## src/rtl/exec_priv_pkg.sv

```systemverilog
package exec_priv_pkg;

    typedef enum logic {
        MODE_THREAD  = 1'b0,
        MODE_HANDLER = 1'b1
    } exec_mode_e;

    typedef enum logic [1:0] {
        EV_NONE  = 2'b00,
        EV_LEAVE = 2'b01,
        EV_ENTER = 2'b10,
        EV_BOTH  = 2'b11
    } exc_event_e;

endpackage

```

## src/rtl/nest_depth_counter.sv

```systemverilog
module nest_depth_counter #(
    parameter int DEPTH_W = 3
) (
    input  logic               clk,
    input  logic               rst_n,
    input  logic               enter_i,
    input  logic               leave_i,
    output logic [DEPTH_W-1:0] depth_o,
    output logic               active_o
);
    import exec_priv_pkg::*;

    localparam logic [DEPTH_W-1:0] DEPTH_MAX  = {DEPTH_W{1'b1}};
    localparam logic [DEPTH_W-1:0] DEPTH_ZERO = '0;
    localparam logic [DEPTH_W-1:0] DEPTH_ONE  = DEPTH_W'(1);

    typedef struct packed {
        logic [DEPTH_W-1:0] depth;
    } cnt_state_t;

    cnt_state_t cnt_d, cnt_q;
    exc_event_e ev;

    always_comb begin
        ev    = exc_event_e'({enter_i, leave_i});
        cnt_d = cnt_q;
        case (ev)
            EV_ENTER: if (cnt_q.depth != DEPTH_MAX)  cnt_d.depth = cnt_q.depth + DEPTH_ONE;
            EV_LEAVE: if (cnt_q.depth != DEPTH_ZERO) cnt_d.depth = cnt_q.depth - DEPTH_ONE;
            default:  cnt_d = cnt_q;
        endcase
    end

    always_ff @(posedge clk or negedge rst_n) begin
        if (!rst_n) cnt_q <= '0;
        else        cnt_q <= cnt_d;
    end

    assign depth_o  = cnt_q.depth;
    assign active_o = (cnt_q.depth != DEPTH_ZERO);


    depth_inc_chk: assert property (@(posedge clk) disable iff (!rst_n)
        (enter_i && !leave_i && depth_o != DEPTH_MAX) |=> depth_o == $past(depth_o) + DEPTH_ONE);

    depth_dec_chk: assert property (@(posedge clk) disable iff (!rst_n)
        (leave_i && !enter_i && depth_o != DEPTH_ZERO) |=> depth_o == $past(depth_o) - DEPTH_ONE);

    depth_sat_chk: assert property (@(posedge clk) disable iff (!rst_n)
        (enter_i && !leave_i && depth_o == DEPTH_MAX) |=> depth_o == DEPTH_MAX);

    depth_floor_chk: assert property (@(posedge clk) disable iff (!rst_n)
        (leave_i && !enter_i && depth_o == DEPTH_ZERO) |=> depth_o == DEPTH_ZERO);

    depth_both_chk: assert property (@(posedge clk) disable iff (!rst_n)
        (enter_i && leave_i) |=> $stable(depth_o));

endmodule

```

## src/rtl/ctrl_bit_gate.sv

```systemverilog
module ctrl_bit_gate #(
    parameter int CTRL_W = 32
) (
    input  logic              clk,
    input  logic              rst_n,
    input  logic              we_i,
    input  logic [CTRL_W-1:0] wdata_i,
    input  logic              priv_now_i,
    output logic              ctrl_bit_o,
    output logic              fault_o
);
    typedef struct packed {
        logic ctrl_bit;
        logic fault;
    } gate_state_t;

    gate_state_t gate_d, gate_q;

    always_comb begin
        gate_d       = gate_q;
        gate_d.fault = 1'b0;
        if (we_i) begin
            if (priv_now_i) gate_d.ctrl_bit = wdata_i[0];
            else            gate_d.fault    = 1'b1;
        end
    end

    always_ff @(posedge clk or negedge rst_n) begin
        if (!rst_n) gate_q <= '0;
        else        gate_q <= gate_d;
    end

    assign ctrl_bit_o = gate_q.ctrl_bit;
    assign fault_o    = gate_q.fault;

    generate
        if (CTRL_W > 1) begin : g_spare
            logic unused_spare;
            assign unused_spare = ^wdata_i[CTRL_W-1:1];
        end
    endgenerate


    ctrl_accept_chk: assert property (@(posedge clk) disable iff (!rst_n)
        (we_i && priv_now_i) |=> (ctrl_bit_o == $past(wdata_i[0])) && !fault_o);

    ctrl_refuse_chk: assert property (@(posedge clk) disable iff (!rst_n)
        (we_i && !priv_now_i) |=> $stable(ctrl_bit_o));

    fault_pulse_chk: assert property (@(posedge clk) disable iff (!rst_n)
        fault_o |=> !fault_o || $past(we_i));

endmodule

```

## src/rtl/exec_priv_ctrl.sv

```systemverilog
module exec_priv_ctrl #(
    parameter int DEPTH_W = 3,
    parameter int CTRL_W  = 32
) (
    input  logic               clk,
    input  logic               rst_n,
    input  logic               exc_enter_i,
    input  logic               exc_return_i,
    input  logic               ctrl_we_i,
    input  logic [CTRL_W-1:0]  ctrl_wdata_i,
    output logic [CTRL_W-1:0]  ctrl_rdata_o,
    output logic               mode_o,
    output logic               priv_o,
    output logic [DEPTH_W-1:0] depth_o,
    output logic               wr_fault_o
);
    import exec_priv_pkg::*;

    localparam logic [DEPTH_W-1:0] DEPTH_ONE = DEPTH_W'(1);

    logic       in_handler;
    logic       ctrl_bit;
    exec_mode_e mode_cur;
    logic       priv_cur;

    nest_depth_counter #(.DEPTH_W(DEPTH_W)) u_depth (
        .clk      (clk),
        .rst_n    (rst_n),
        .enter_i  (exc_enter_i),
        .leave_i  (exc_return_i),
        .depth_o  (depth_o),
        .active_o (in_handler)
    );

    ctrl_bit_gate #(.CTRL_W(CTRL_W)) u_gate (
        .clk        (clk),
        .rst_n      (rst_n),
        .we_i       (ctrl_we_i),
        .wdata_i    (ctrl_wdata_i),
        .priv_now_i (priv_cur),
        .ctrl_bit_o (ctrl_bit),
        .fault_o    (wr_fault_o)
    );

    always_comb begin
        mode_cur = in_handler ? MODE_HANDLER : MODE_THREAD;
        priv_cur = (mode_cur == MODE_HANDLER) || !ctrl_bit;
    end

    assign mode_o       = mode_cur;
    assign priv_o       = priv_cur;
    assign ctrl_rdata_o = {{(CTRL_W-1){1'b0}}, ctrl_bit};


    no_self_raise_chk: assert property (@(posedge clk) disable iff (!rst_n)
        (!priv_o && !exc_enter_i) |=> !priv_o);

    entry_handler_chk: assert property (@(posedge clk) disable iff (!rst_n)
        (exc_enter_i && !exc_return_i) |=> (mode_o == MODE_HANDLER) && priv_o);

    return_thread_chk: assert property (@(posedge clk) disable iff (!rst_n)
        (exc_return_i && !exc_enter_i && !ctrl_we_i && depth_o == DEPTH_ONE)
        |=> (mode_o == MODE_THREAD) && (priv_o == !$past(ctrl_rdata_o[0])));

    rdata_upper_chk: assert property (@(posedge clk) disable iff (!rst_n)
        (ctrl_rdata_o >> 1) == '0);

endmodule

```

## config.mk

```make
export PLATFORM = sky130hd
export DESIGN_NAME = exec_priv_ctrl
export DESIGN_NICKNAME = d
export VERILOG_FILES = /design/src/rtl/exec_priv_pkg.sv /design/src/rtl/nest_depth_counter.sv /design/src/rtl/ctrl_bit_gate.sv /design/src/rtl/exec_priv_ctrl.sv
export SDC_FILE = /design/constraint.sdc
export NUM_CORES = 1
export LEC_CHECK = 0
export BUFFER_PORTS_ARGS = -buffer_cell sky130_fd_sc_hd__buf_4
export CAP_MARGIN = 20
export CORE_MARGIN = 2
export CORE_UTILIZATION = 35
export CTS_CLUSTER_DIAMETER = 80
export DETAILED_ROUTE_END_ITERATION = 16
export PLACE_DENSITY = 0.85
export SKIP_CTS_REPAIR_TIMING = 1
export SLEW_MARGIN = 20
export SYNTH_ARGS = -nofsm -noshare
export SYNTH_HDL_FRONTEND = slang
export SYNTH_HIERARCHICAL = 1
export SYNTH_SLANG_ARGS = --single-unit
```

## constraint.sdc

```tcl
create_clock -name clk -period 3.31 [get_ports clk]
set_clock_uncertainty 0.05 [all_clocks]
set_input_delay 0.662 -clock clk [delete_from_list [all_inputs] [get_ports clk]]
set_output_delay 0.662 -clock clk [all_outputs]
set_load 0.005 [all_outputs]
```

Word-level counts from Yosys, hierarchy flattened
Cells that the tools add are included.
W data, S select, Z words.
{"block": "classes", "add_sub_neg": 2, "n_reduce_logical": 6, "eq_ne": 5, "mux": 6}
{"op": "$mux W3", "n": 2}
{"op": "$pmux W3 S2", "n": 1}
{"op": "$add A3 B1 Y3 const B", "n": 1}
{"op": "$mux W1", "n": 3}
{"op": "$ne A3 B3 Y1 const B", "n": 1}
{"op": "$reduce_and A3 Y1", "n": 1}
{"op": "$reduce_bool A3 Y1", "n": 1}
{"op": "$sub A3 B1 Y3 const B", "n": 1}
{"op": "$eq A2 B1 Y1 const B", "n": 1}
{"op": "$eq A2 B2 Y1 const B", "n": 1}
{"op": "$ne A2 B1 Y1 const B", "n": 1}
{"op": "$ne A2 B2 Y1 const B", "n": 1}
{"op": "$reduce_and A2 Y1", "n": 1}
{"op": "$reduce_bool A2 Y1", "n": 1}
{"op": "$logic_not A1 Y1", "n": 1}
{"op": "$logic_or A1 B1 Y1", "n": 1}
{"block": "totals", "register_bits": 5, "input_bits": 37, "out_inout_bits": 38, "elab_cells": 22}

Logic depth before layout (Yosys ltp)
Gate-level depths: netlist (run 1).
{"block": "depth", "word_depth": 5, "ltp_mapped": 6, "mapped_depth_nobuf": 5}

Modules after synthesis
The synthesis (run 1) kept the hierarchy.
{"module": "nest_depth_counter", "cells_each": 33, "area_per_inst_um2": 290.3, "instances": 1, "seq_area_each_um2": 75.1}
{"module": "exec_priv_ctrl", "cells_each": 34, "area_per_inst_um2": 250.2, "instances": 1, "seq_area_each_um2": 0.0}
{"module": "ctrl_bit_gate", "cells_each": 5, "area_per_inst_um2": 77.6, "instances": 1, "seq_area_each_um2": 50.0}

Least setup slack after synthesis (run 1)
OpenSTA, ideal clock, no wires.
{"block": "synth_path", "path_type": "input to register", "from": "input port exc_enter_i", "to": "register u_depth.cnt_q (netlist bit u_depth/depth_o[1])", "n_path_buf": 1, "setup_time_ps": 87, "path_stages": 6, "arrival_time_ps": 2019, "path_slack_ps": 1154, "required_ps": 3173, "path_cell_list": "buf_2 nand2b_1 fa_1 or2_0 a31o_1 a211oi_2"}
{"block": "synth_between", "elab_chain_len": 3, "elab_cells_between_ends": 7, "classes_between": "4 x eq/ne; 1 x mux; 2 x reduce/logical"}
{"element": "start, declared", "line": "exec_priv_ctrl.sv:7", "rtl": "input logic exc_enter_i,"}
{"element": "$eq A2 B2 Y1 / $eq A2 B1 Y1 (equally long branches)", "line": "nest_depth_counter.sv:27", "rtl": "case (ev)"}
{"element": "$ne A2 B1 Y1 (no source line) (tied with other cells)"}
{"element": "$reduce_and A3 Y1 (no source line)"}
{"element": "end signal, assigned", "line": "nest_depth_counter.sv:36", "rtl": "else cnt_q <= cnt_d;"}
{"element": "end, declared", "line": "nest_depth_counter.sv:21", "rtl": "cnt_state_t cnt_d, cnt_q;"}
Parallel ways exist; a longest one is shown, timed or not.
A chain may end at the register's enable or synchronous reset.

Worst setup path after layout (run 1)
{"block": "layout_path", "from": "register u_depth.cnt_q (netlist bit u_depth/depth_o[2])", "to": "output port priv_o"}
{"block": "layout_between", "elab_chain_len": 3}
{"element": "$reduce_bool A3 Y1", "line": "nest_depth_counter.sv:40", "rtl": "assign active_o = (cnt_q.depth != DEPTH_ZERO);"}
{"element": "$mux W1", "line": "exec_priv_ctrl.sv:46", "rtl": "mode_cur = in_handler ? MODE_HANDLER : MODE_THREAD;"}
{"element": "$logic_or A1 B1 Y1", "line": "exec_priv_ctrl.sv:47", "rtl": "priv_cur = (mode_cur == MODE_HANDLER) || !ctrl_bit;"}
{"element": "end, declared", "line": "exec_priv_ctrl.sv:13", "rtl": "output logic priv_o,"}
Every way passes these cells.

==> results.rst, run 1 <==
.. list-table::
   :header-rows: 1

   * - Metric
     - Value
   * - Global placement routability congestion
     - 0.641
   * - Total Power Consumption
     - 0.414 mW
   * - # DRC
     - 0
   * - Critical path fanouts, max
     - 8
   * - Count of mapped cells out of synthesis
     - 72
   * - Nature of the critical path startpoint
     - flop
   * - Number of warning messages in the yosys log
     - 6
   * - Aggregate global-route resource usage
     - 9.68%
   * - Cell area power density
     - 668 nW/µm²
   * - Syn-to-layout area delta
     - 0.202%
   * - Number of H-tree levels
     - 1
   * - Detailed Place HPWL
     - 744 µm
   * - Critical Path Source
     - u_depth/depth_o[2]
   * - Width of the chip
     - 46.0 µm
   * - Worst setup path class
     - flop to primary output
   * - Time the worst path needs with I/O delays and setup
     - 2.19 ns
   * - Critical Path Stages
     - 3
   * - Setup Viol. Count Final
     - 0
   * - Root buffer cell
     - sky130_fd_sc_hd__clkbuf_4
   * - Type of the tightest min-delay check
     - input port to async pin
   * - Routed WL per cell
     - 9.39 µm
   * - RSZ-0062 raised after global routing
     - no
   * - Core area
     - 1690 µm²
   * - Avg Inst Size Synth
     - 8.58 µm²
   * - Die Height
     - 46.0 µm
   * - Result of the run
     - complete, no violations
   * - Reg-to-reg setup timing slack
     - 1.42 ns
   * - Ordered list of cells on the worst path
     - or3_1 -> nand2b_1 -> buf_4
   * - TritonCTS clock tree
     - done
   * - Worst path top cell family by delay
     - simple AND/OR/NAND/NOR gates
   * - Final number of max-transition violations
     - 0
   * - Clock-pin transition on the worst setup and hold timing paths
     - 0.05 ns
   * - Post-synthesis sequential area ratio
     - 20.2%
   * - Critical path's largest stage delay
     - 0.46 ns
   * - Mapped Area
     - 618 µm²
   * - Number of routed nets with antenna violations
     - 0
   * - Max Cap Violations
     - 0
   * - Terminus of the critical flop-to-flop path
     - u_depth/depth_o[1]
   * - Clock buffer count from CTS
     - 3
   * - Fraction of layout cells with a size suffix above 1
     - 22.6%
   * - Most common library cell in the layout ignoring fill and taps
     - sky130_fd_sc_hd__conb_1
   * - Count of nets after finishing
     - 123
   * - Count of routing violations after the opening detailed-route iteration
     - 6
   * - Clock network latency to the later pin of the worst-skew pair
     - 0.25 ns
   * - Count of input and output buffers
     - 12
   * - Number of distinct standard cells referenced by the synthesized netlist
     - 29
   * - Number of optimization iterations in the first detailed-route pass
     - 4
   * - Count of buffering cells on the critical path with inverters included
     - 1
   * - Critical Path End Type
     - primary output
   * - Initial antenna violation count
     - 0
   * - Routed Wire Length
     - 948 µm
   * - # diodes
     - 0
   * - Master of the slowest instance on the critical path
     - sky130_fd_sc_hd__dfrtp_1
   * - End point of the critical path
     - priv_o
   * - Die ar.
     - 2120 µm²
   * - Worst Hold Margin
     - 0.151 ns
   * - Count of clock tree sinks
     - 5
   * - First-pass GRT wire length
     - 1450 µm
   * - Final non-filler cell total
     - 101
   * - Top-level I/O count
     - 75
   * - Number of buffers between clock root and the deepest sink
     - 2
   * - Vias in the first global route
     - 356
   * - Maximum number of pins on one net before global-route repair
     - 11
   * - Congestion Overflow GR
     - 0
   * - Max frequency
     - 0.456 GHz
   * - Most frequent cells in the layout
     - 31 x sky130_fd_sc_hd__conb_1, 12 x sky130_fd_sc_hd__buf_4, 5 x sky130_fd_sc_hd__dfrtp_1
   * - Worst flop-to-flop path startpoint
     - u_depth/depth_o[0]
   * - Hold violation count in the final report
     - 0
   * - Required time at the endpoint of the critical path
     - 2.60 ns
   * - Total negative slack for setup checks
     - 0 ns
   * - Floorplan row count
     - 15
   * - Via density
     - 4.29
   * - Via Count
     - 433
   * - Final period utilization
     - 66.2%
   * - Effective utilization at floorplan
     - 36.6%
   * - Worst Path Arrival
     - 1.48 ns
   * - Number of cells traversed by the worst register-to-register path
     - 5
   * - Pleak
     - 0.326 nW
   * - Flops & latches, synth
     - 5
   * - Cell total after placement
     - 97
   * - Worst voltage drop across the vdd grid
     - 0.000273 V
## kinds of logic after synthesis
| group | Yosys count | synth area share [%] |
|---|---|---|
| AOI/OAI and AO/OA | 11 | 13.0 |
| buffers and inverters | 36 | 41.5 |
| DFF | 5 | 20.2 |
| adders and majority gates | 1 | 3.24 |
| and+or+nand+nor | 17 | 19.0 |
| other | 1 | 0.607 |
| muxes | 1 | 2.43 |
## per-layer routing
metal / up-vias / wire length, µm / global-route usage [%] / share of wire [%]
met2: 23 / 495 / 16.4 / 52
met5: - / 0 / 0 / 0
met1: 205 / 374 / 11.0 / 39
met4: 0 / 16 / 6.86 / 1.7
li1: 203 / - / - / -
met3: 2 / 62 / 1.19 / 6.5
## registers in the layout, summed over array words and instances, names as in the netlist
signal / flops
u_depth/depth_o: 3
u_gate/ctrl_bit_o: 1
u_gate/fault_o: 1
## final cells by class
cell class / instances / area (µm²)
fillers: 170 / 1070
multi-input cells: 61 / 349
flip-flops and latches: 5 / 125
repair buffers: 12 / 90.1
clock buffers: 4 / 26.3
well taps: 17 / 21.3
inverters: 2 / 7.51
## per-stage QoR
step           area (µm²)  utilization, %  worst slack (ns)
2_1_floorplan         731               -              1.15
3_3_place_gp          593            35.1              1.11
3_5_place_dp          593            35.1              1.08
4_1_cts               619            36.7              1.11
5_1_grt               619            36.7              1.07
6_report              619            36.7              1.12
## synthesized netlist by cell type
cell type / number / area share (%)
sky130_fd_sc_hd__a21o_1: 1 / 1.2
sky130_fd_sc_hd__or3b_1: 1 / 1.4
sky130_fd_sc_hd__or2_0: 1 / 1.0
sky130_fd_sc_hd__buf_4: 32 / 39
sky130_fd_sc_hd__nand2b_1: 3 / 3.0
sky130_fd_sc_hd__and4bb_1: 1 / 2.0
sky130_fd_sc_hd__and3b_1: 1 / 1.4
sky130_fd_sc_hd__nor2_1: 1 / 0.61
sky130_fd_sc_hd__nand2_1: 2 / 1.2
sky130_fd_sc_hd__a31o_1: 1 / 1.4
sky130_fd_sc_hd__a211oi_2: 1 / 2.0
sky130_fd_sc_hd__a21oi_1: 2 / 1.6
sky130_fd_sc_hd__and2b_2: 1 / 1.4
sky130_fd_sc_hd__a21oi_2: 1 / 1.4
sky130_fd_sc_hd__o21ai_1: 3 / 2.4
sky130_fd_sc_hd__clkbuf_1: 1 / 0.61
sky130_fd_sc_hd__mux2_4: 1 / 2.4
sky130_fd_sc_hd__fa_1: 1 / 3.2
sky130_fd_sc_hd__conb_1: 1 / 0.61
sky130_fd_sc_hd__dfrtp_1: 5 / 20
sky130_fd_sc_hd__or3_1: 1 / 1.0
sky130_fd_sc_hd__o211ai_1: 1 / 1.2
sky130_fd_sc_hd__inv_1: 2 / 1.2
sky130_fd_sc_hd__buf_2: 1 / 0.81
sky130_fd_sc_hd__o311a_1: 1 / 1.6
sky130_fd_sc_hd__nand3b_1: 2 / 2.4
sky130_fd_sc_hd__nor3b_1: 1 / 1.2
sky130_fd_sc_hd__nor4b_1: 1 / 1.4
sky130_fd_sc_hd__nor3_1: 1 / 0.81
## report_power, final
part           total (mW)  internal, mW  switching, mW  leakage, nW
sequential          0.126        0.0851         0.0410       0.0635
clock              0.0725        0.0457         0.0268       0.0150
combinational       0.215         0.121         0.0941        0.247
## how the worst min path moves through the flow
| stage | from | end | slack, ns |
|---|---|---|---|
| 6_report | rst_n | u_depth/depth_o[2] | 0.15 |
| 3_3_place_gp | rst_n | u_gate/fault_o | 0.41 |
| 2_1_floorplan | rst_n | u_depth/depth_o[0] | 0.32 |
| 5_1_grt | rst_n | u_depth/depth_o[2] | 0.15 |
| 4_1_cts | rst_n | u_depth/depth_o[2] | 0.14 |
| 3_5_place_dp | rst_n | u_gate/fault_o | 0.41 |
Note: power is estimated with default switching activity, not from simulation.
==> inputs of run 2 (changes only) <==
--- a/config.mk
+++ b/config.mk
@@ -8,10 +8,10 @@
 export BUFFER_PORTS_ARGS = -buffer_cell sky130_fd_sc_hd__buf_4
 export CAP_MARGIN = 20
 export CORE_MARGIN = 2
-export CORE_UTILIZATION = 35
+export CORE_UTILIZATION = 29
 export CTS_CLUSTER_DIAMETER = 80
 export DETAILED_ROUTE_END_ITERATION = 16
-export PLACE_DENSITY = 0.85
+export PLACE_DENSITY = 0.76
 export SKIP_CTS_REPAIR_TIMING = 1
 export SLEW_MARGIN = 20
 export SYNTH_ARGS = -nofsm -noshare
==> constraint.sdc (replaced) <==
create_clock -name clk -period 2 [get_ports clk]
set_clock_uncertainty 0.05 [all_clocks]
set_input_delay 0.4 -clock clk [delete_from_list [all_inputs] [get_ports clk]]
set_output_delay 0.4 -clock clk [all_outputs]
set_load 0.005 [all_outputs]
==> results.rst, run 2 (synthesis results as in run 1) <==
.. list-table::
   :header-rows: 1

   * - Metric
     - Value
   * - Worst flop-to-flop path startpoint
     - u_depth/depth_o[0]
   * - Hold violation count in the final report
     - 0 (unchanged)
   * - Nature of the critical path startpoint
     - flop
   * - Maximum number of pins on one net before global-route repair
     - 11 (unchanged)
   * - Most common library cell in the layout ignoring fill and taps
     - sky130_fd_sc_hd__conb_1
   * - Number of buffers between clock root and the deepest sink
     - 2 (unchanged)
   * - Aggregate global-route resource usage
     - 8.30% (-1.4 points)
   * - Via Count
     - 432 (-0.23%)
   * - Layout filler cell count
     - 218 (+28%)
   * - Int Pwr
     - 0.459 mW (+82%)
   * - Floorplan row count
     - 16 (+1)
   * - Largest register FFs
     - 3 (unchanged)
   * - Count of clock tree sinks
     - 5 (unchanged)
   * - Fraction of layout cells with a size suffix above 1
     - 25.8% (+3.2 points)
   * - # diodes
     - 0 (unchanged)
   * - Core area
     - 1980 µm² (+17%)
   * - Number of H-tree levels
     - 1 (unchanged)
   * - Time the worst path needs with I/O delays and setup
     - 1.89 ns
   * - Critical path's largest stage delay
     - 0.37 ns (-0.09 ns)
   * - Number of routed nets with antenna violations
     - 0 (unchanged)
   * - First-pass GRT wire length
     - 1480 µm (+2.3%)
   * - Die ar.
     - 2520 µm² (+19%)
   * - Switching component of the power
     - 0.273 mW (+69%)
   * - Ordered list of cells on the worst path
     - buf_4 -> or3_1 -> nand2b_1 -> buf_4
   * - Max frequency
     - 0.529 GHz
   * - Count of nets after finishing
     - 128 (+4.1%)
   * - Critical Path Source
     - u_depth/depth_o[1]
   * - Final number of max-transition violations
     - 0 (unchanged)
   * - Final period utilization
     - 94.4%
   * - Total Power Consumption
     - 0.732 mW (+77%)
   * - # DRC
     - 0 (unchanged)
   * - Most frequent cells in the layout
     - 31 x sky130_fd_sc_hd__conb_1, 16 x sky130_fd_sc_hd__buf_4, 5 x sky130_fd_sc_hd__dfrtp_1
   * - Congestion Overflow GR
     - 0 (unchanged)
   * - Detailed Place HPWL
     - 895 µm (+20%)
   * - Number of optimization iterations in the first detailed-route pass
     - 3 (-1)
   * - Top-level I/O count
     - 75 (unchanged)
   * - Type of the tightest min-delay check
     - input port to flop
   * - Critical path fanouts, max
     - 7 (-1)
   * - Count of routing violations after the opening detailed-route iteration
     - 4 (-2)
   * - Pleak
     - 0.350 nW (+7.3%)
   * - Routed WL per cell
     - 9.17 µm (-2.3%)
   * - Worst Path Arrival
     - 1.44 ns (-0.04 ns)
   * - Critical Path End Type
     - primary output
   * - Total negative slack for setup checks
     - 0 ns (unchanged)
   * - Routed Wire Length
     - 1060 µm (+12%)
   * - Clock buffer count from CTS
     - 3 (unchanged)
   * - Syn-to-layout area delta
     - 8.70%
   * - Die Height
     - 50.2 µm (+9.0%)
   * - RSZ-0062 raised after global routing
     - no
   * - Clock power share
     - 15.4% (-2.1 points)
   * - Max Cap Violations
     - 0 (unchanged)
   * - Setup Viol. Count Final
     - 0 (unchanged)
   * - Via density
     - 3.72 (-13%)
   * - Required time at the endpoint of the critical path
     - 1.55 ns (-1.05 ns)
   * - Cell area power density
     - 1090 nW/µm² (+63%)
   * - Global placement routability congestion
     - 0.693 (+8.1%)
   * - Result of the run
     - complete, no violations
   * - Net Sw Frac
     - 37.3% (-1.8 points)
   * - Width of the chip
     - 50.2 µm (+9.0%)
   * - Count of input and output buffers
     - 12 (unchanged)
   * - Initial antenna violation count
     - 0 (unchanged)
   * - Effective utilization at floorplan
     - 31.2% (-5.4 points)
   * - Worst setup path class
     - flop to primary output
   * - Relative contribution of combinational cells to total power
     - 59.5% (+7.5 points)
   * - Root buffer cell
     - sky130_fd_sc_hd__clkbuf_4
   * - Vias in the first global route
     - 351 (-1.4%)
   * - Worst min-delay path startpoint
     - ctrl_wdata_i[0]
   * - Master of the slowest instance on the critical path
     - sky130_fd_sc_hd__dfrtp_1
   * - TritonCTS clock tree
     - done
   * - Critical path's most frequent cell
     - sky130_fd_sc_hd__buf_4
   * - Clock network latency to the later pin of the worst-skew pair
     - 0.24 ns (about the same)
   * - Clock-pin transition on the worst setup and hold timing paths
     - 0.04 ns (about the same)
   * - Part of the power in registers
     - 25.1% (-5.4 points)
   * - Worst voltage drop across the vdd grid
     - 0.000307 V (+12%)
-- run 2: cell types whose count changed in the layout (fill, tap and decap cells not counted), sizes merged --
cell	before	now
buf	12	16
dlygate4sd3	0	1
-- run 2: critical path, delay by kind of cell (launching register included) --
family | cells | cell delay (ns)
buffers and inverters | 2 | 0.30
DFF | 1 | 0.37
and+or+nand+nor | 2 | 0.53
-- run 2: final cells by class --
cell class                      instances  area [µm²]  share of cell area [%]
Multi-Input combinational cell         61         349                    52.0
Timing Repair Buffer                   17         130                    19.4
Sequential cell                         5         125                    18.6
Tap cell                               27        33.8                    5.03
Clock buffer                            4        26.3                    3.91
Inverter                                2        7.51                    1.12
-- run 2: layer usage --
metal / routed length, µm / GRT usage, % / share of wire (%)
met5: 0 / 0 / 0
met1: 415 / 9.24 / 39
met2: 544 / 12.7 / 51
met3: 104 / 2.08 / 9.8
met4: 0 / 7.87 / 0
-- run 2: power by group through the flow --
stage	Clock (mW)	Sequential, mW	Combinational, mW
2_1_floorplan	0	0.181	0.295
3_3_place_gp	0	0.181	0.422
3_5_place_dp	0	0.186	0.434
4_1_cts	0.121	0.184	0.438
5_1_grt	0.125	0.190	0.483
6_report	0.113	0.184	0.435
-- run 2: path summary, 6_finish.rpt --
kind	to	slack [ns]	cells after the start
worst min-delay path	u_gate/ctrl_bit_o	0.35	2
max in group asynchronous	u_depth/depth_o[2]	1.35	2
worst max register to register	u_depth/depth_o[1]	0.33	5
worst min register to register	u_gate/ctrl_bit_o	0.50	1
min in group asynchronous	u_gate/ctrl_bit_o	0.45	2
worst max-delay path	priv_o	0.11	4
-- run 2: metrics by stage --
step / setup WS, ns / cell area [µm²] / utilization [%] / cells / hold slack (ns)
finish: 0.111 / 672 / 33.9 / 116 / 0.350
global placement: 0.103 / 636 / 32.1 / 111 / 0.154
detailed placement: 0.110 / 636 / 32.1 / 111 / 0.156
global route: 0.0296 / 672 / 33.9 / 116 / 0.346
CTS: 0.0850 / 662 / 33.4 / 115 / -0.105
floorplan: 0.106 / 731 / - / 102 / 0.0544
==> inputs of run 3 (changes only) <==
--- a/config.mk
+++ b/config.mk
@@ -12,6 +12,7 @@
 export CTS_CLUSTER_DIAMETER = 80
 export DETAILED_ROUTE_END_ITERATION = 16
 export PLACE_DENSITY = 0.76
+export REMOVE_ABC_BUFFERS = 1
 export SKIP_CTS_REPAIR_TIMING = 1
 export SLEW_MARGIN = 20
 export SYNTH_ARGS = -nofsm -noshare
==> results.rst, run 3 (synthesis results as in run 1) <==
.. list-table::
   :header-rows: 1

   * - Metric
     - Value
   * - Total negative slack for setup checks
     - 0 ns (unchanged)
   * - Number of optimization iterations in the first detailed-route pass
     - 3 (unchanged)
   * - Max Cap Violations
     - 0 (unchanged)
   * - Worst Path Arrival
     - 1.46 ns (+0.02 ns)
   * - Count of buffering cells on the critical path with inverters included
     - 2 (unchanged)
   * - Fraction of layout cells with a size suffix above 1
     - 25.0% (-0.84 points)
   * - Largest register FFs
     - 3 (unchanged)
   * - Floorplan row count
     - 16 (unchanged)
   * - Final number of max-transition violations
     - 0 (unchanged)
   * - Clock buffer count from CTS
     - 3 (unchanged)
   * - Vias in the first global route
     - 390 (+11%)
   * - Count of clock tree sinks
     - 5 (unchanged)
   * - Type of the tightest min-delay check
     - input port to flop
   * - Setup Viol. Count Final
     - 0 (unchanged)
   * - Detailed Place HPWL
     - 793 µm (-11%)
   * - Sequential standard cell area
     - 125 µm² (unchanged)
   * - Initial antenna violation count
     - 0 (unchanged)
   * - Pleak
     - 0.345 nW (-1.4%)
   * - Count of input and output buffers
     - 12 (unchanged)
   * - Core area
     - 1980 µm² (unchanged)
   * - Die Height
     - 50.2 µm (unchanged)
   * - Width of the chip
     - 50.2 µm (unchanged)
   * - Time the worst path needs with I/O delays and setup
     - 1.91 ns (+0.0238 ns)
   * - Max frequency
     - 0.523 GHz (-1.2%)
   * - Worst setup path class
     - flop to primary output
   * - Maximum number of pins on one net before global-route repair
     - 11 (unchanged)
   * - TritonCTS clock tree
     - done
   * - # DRC
     - 0 (unchanged)
   * - Result of the run
     - complete, no violations
   * - Number of routed nets with antenna violations
     - 0 (unchanged)
   * - Count of nets after finishing
     - 127 (-0.78%)
   * - Via density
     - 3.86 (+3.7%)
   * - Congestion Overflow GR
     - 0 (unchanged)
   * - Worst voltage drop across the vdd grid
     - 0.000401 V (+31%)
   * - First-pass GRT wire length
     - 1660 µm (+12%)
   * - Multi-input logic area
     - 349 µm² (unchanged)
   * - Clock network latency to the later pin of the worst-skew pair
     - 0.24 ns (about the same)
   * - Critical path's largest stage delay
     - 0.37 ns (about the same)
   * - Number of H-tree levels
     - 1 (unchanged)
   * - Routed WL per cell
     - 8.61 µm (-6.1%)
   * - Die ar.
     - 2520 µm² (unchanged)
   * - Critical Path End Type
     - primary output
   * - Syn-to-layout area delta
     - 7.49%
   * - Layout filler cell count
     - 221 (+1.4%)
   * - Critical path fanouts, max
     - 7 (unchanged)
   * - Clock-pin transition on the worst setup and hold timing paths
     - 0.04 ns (about the same)
   * - Most frequent cells in the layout
     - 31 x sky130_fd_sc_hd__conb_1, 15 x sky130_fd_sc_hd__buf_4, 5 x sky130_fd_sc_hd__dfrtp_1
   * - Hold violation count in the final report
     - 0 (unchanged)
   * - Required time at the endpoint of the critical path
     - 1.55 ns (about the same)
   * - Critical path's most frequent cell
     - sky130_fd_sc_hd__buf_4
   * - Final core utilization
     - 33.5% (-0.38 points)
   * - Count of routing violations after the opening detailed-route iteration
     - 2 (-2)
   * - Worst path top cell family by delay
     - simple AND/OR/NAND/NOR gates
   * - Effective utilization at floorplan
     - 31.2% (unchanged)
   * - Master of the slowest instance on the critical path
     - sky130_fd_sc_hd__dfrtp_1
   * - Top-level I/O count
     - 75 (unchanged)
   * - Most common library cell in the layout ignoring fill and taps
     - sky130_fd_sc_hd__conb_1
   * - Routed Wire Length
     - 990 µm (-7.0%)
   * - Via Count
     - 444 (+2.8%)
   * - Nature of the critical path startpoint
     - flop
   * - Aggregate global-route resource usage
     - 9.05% (+0.75 points)
   * - Number of buffers between clock root and the deepest sink
     - 2 (unchanged)
   * - # diodes
     - 0 (unchanged)
   * - Cell area power density
     - 1110 nW/µm² (+1.8%)
   * - Root buffer cell
     - sky130_fd_sc_hd__clkbuf_4
   * - Final period utilization
     - 95.6% (+1.2 points)
   * - Global placement routability congestion
     - 0.680 (-1.8%)
   * - Ordered list of cells on the worst path
     - buf_4 -> or3_1 -> nand2b_1 -> buf_4
run 3: through the flow:
step,hold slack [ns],area [µm²],std cells,setup slack (ns),power [mW]
finish,0.348,664,115,0.0873,0.736
global route,0.345,664,115,-0.00874,0.813
CTS,-0.110,654,114,0.0641,0.746
detailed placement,0.154,628,110,0.0128,0.621
global placement,0.153,628,110,0.0707,0.600
floorplan,0.0544,482,68,0.244,0.414
run 3: final cells by class:
type / count / share of cell area (%)
clock buffers: 4 / 3.95
inverters: 2 / 1.13
multi-input cells: 61 / 52.5
flip-flops and latches: 5 / 18.8
well taps: 27 / 5.08
repair buffers: 16 / 18.5
run 3: layer usage:
| layer | GRT usage (%) | share of wire (%) | wire (µm) |
|---|---|---|---|
| met5 | 0 | 0 | 0 |
| met2 | 13.2 | 47 | 461 |
| met3 | 1.49 | 12 | 123 |
| met1 | 10.7 | 39 | 382 |
| met4 | 9.72 | 2.2 | 22 |
run 3: final timing paths:
kind	slack, ns	cells after the start	start	to
max	0.09	4	u_depth/depth_o[1]	priv_o
min	0.35	2	ctrl_wdata_i[0]	u_gate/ctrl_bit_o
max reg2reg	0.25	5	u_depth/depth_o[0]	u_depth/depth_o[1]
min reg2reg	0.48	1	u_gate/ctrl_bit_o	u_gate/ctrl_bit_o
max in group asynchronous	1.34	2	rst_n	u_depth/depth_o[2]
min in group asynchronous	0.45	2	rst_n	u_depth/depth_o[0]
run 3: power by group:
| part | total (mW) | internal, mW | switching [mW] | leakage (nW) |
|---|---|---|---|---|
| Sequential | 0.180 | 0.141 | 0.0392 | 0.0635 |
| Combinational | 0.440 | 0.243 | 0.196 | 0.266 |
| Clock | 0.116 | 0.0754 | 0.0408 | 0.0150 |
| Total | 0.736 | 0.460 | 0.276 | 0.345 |
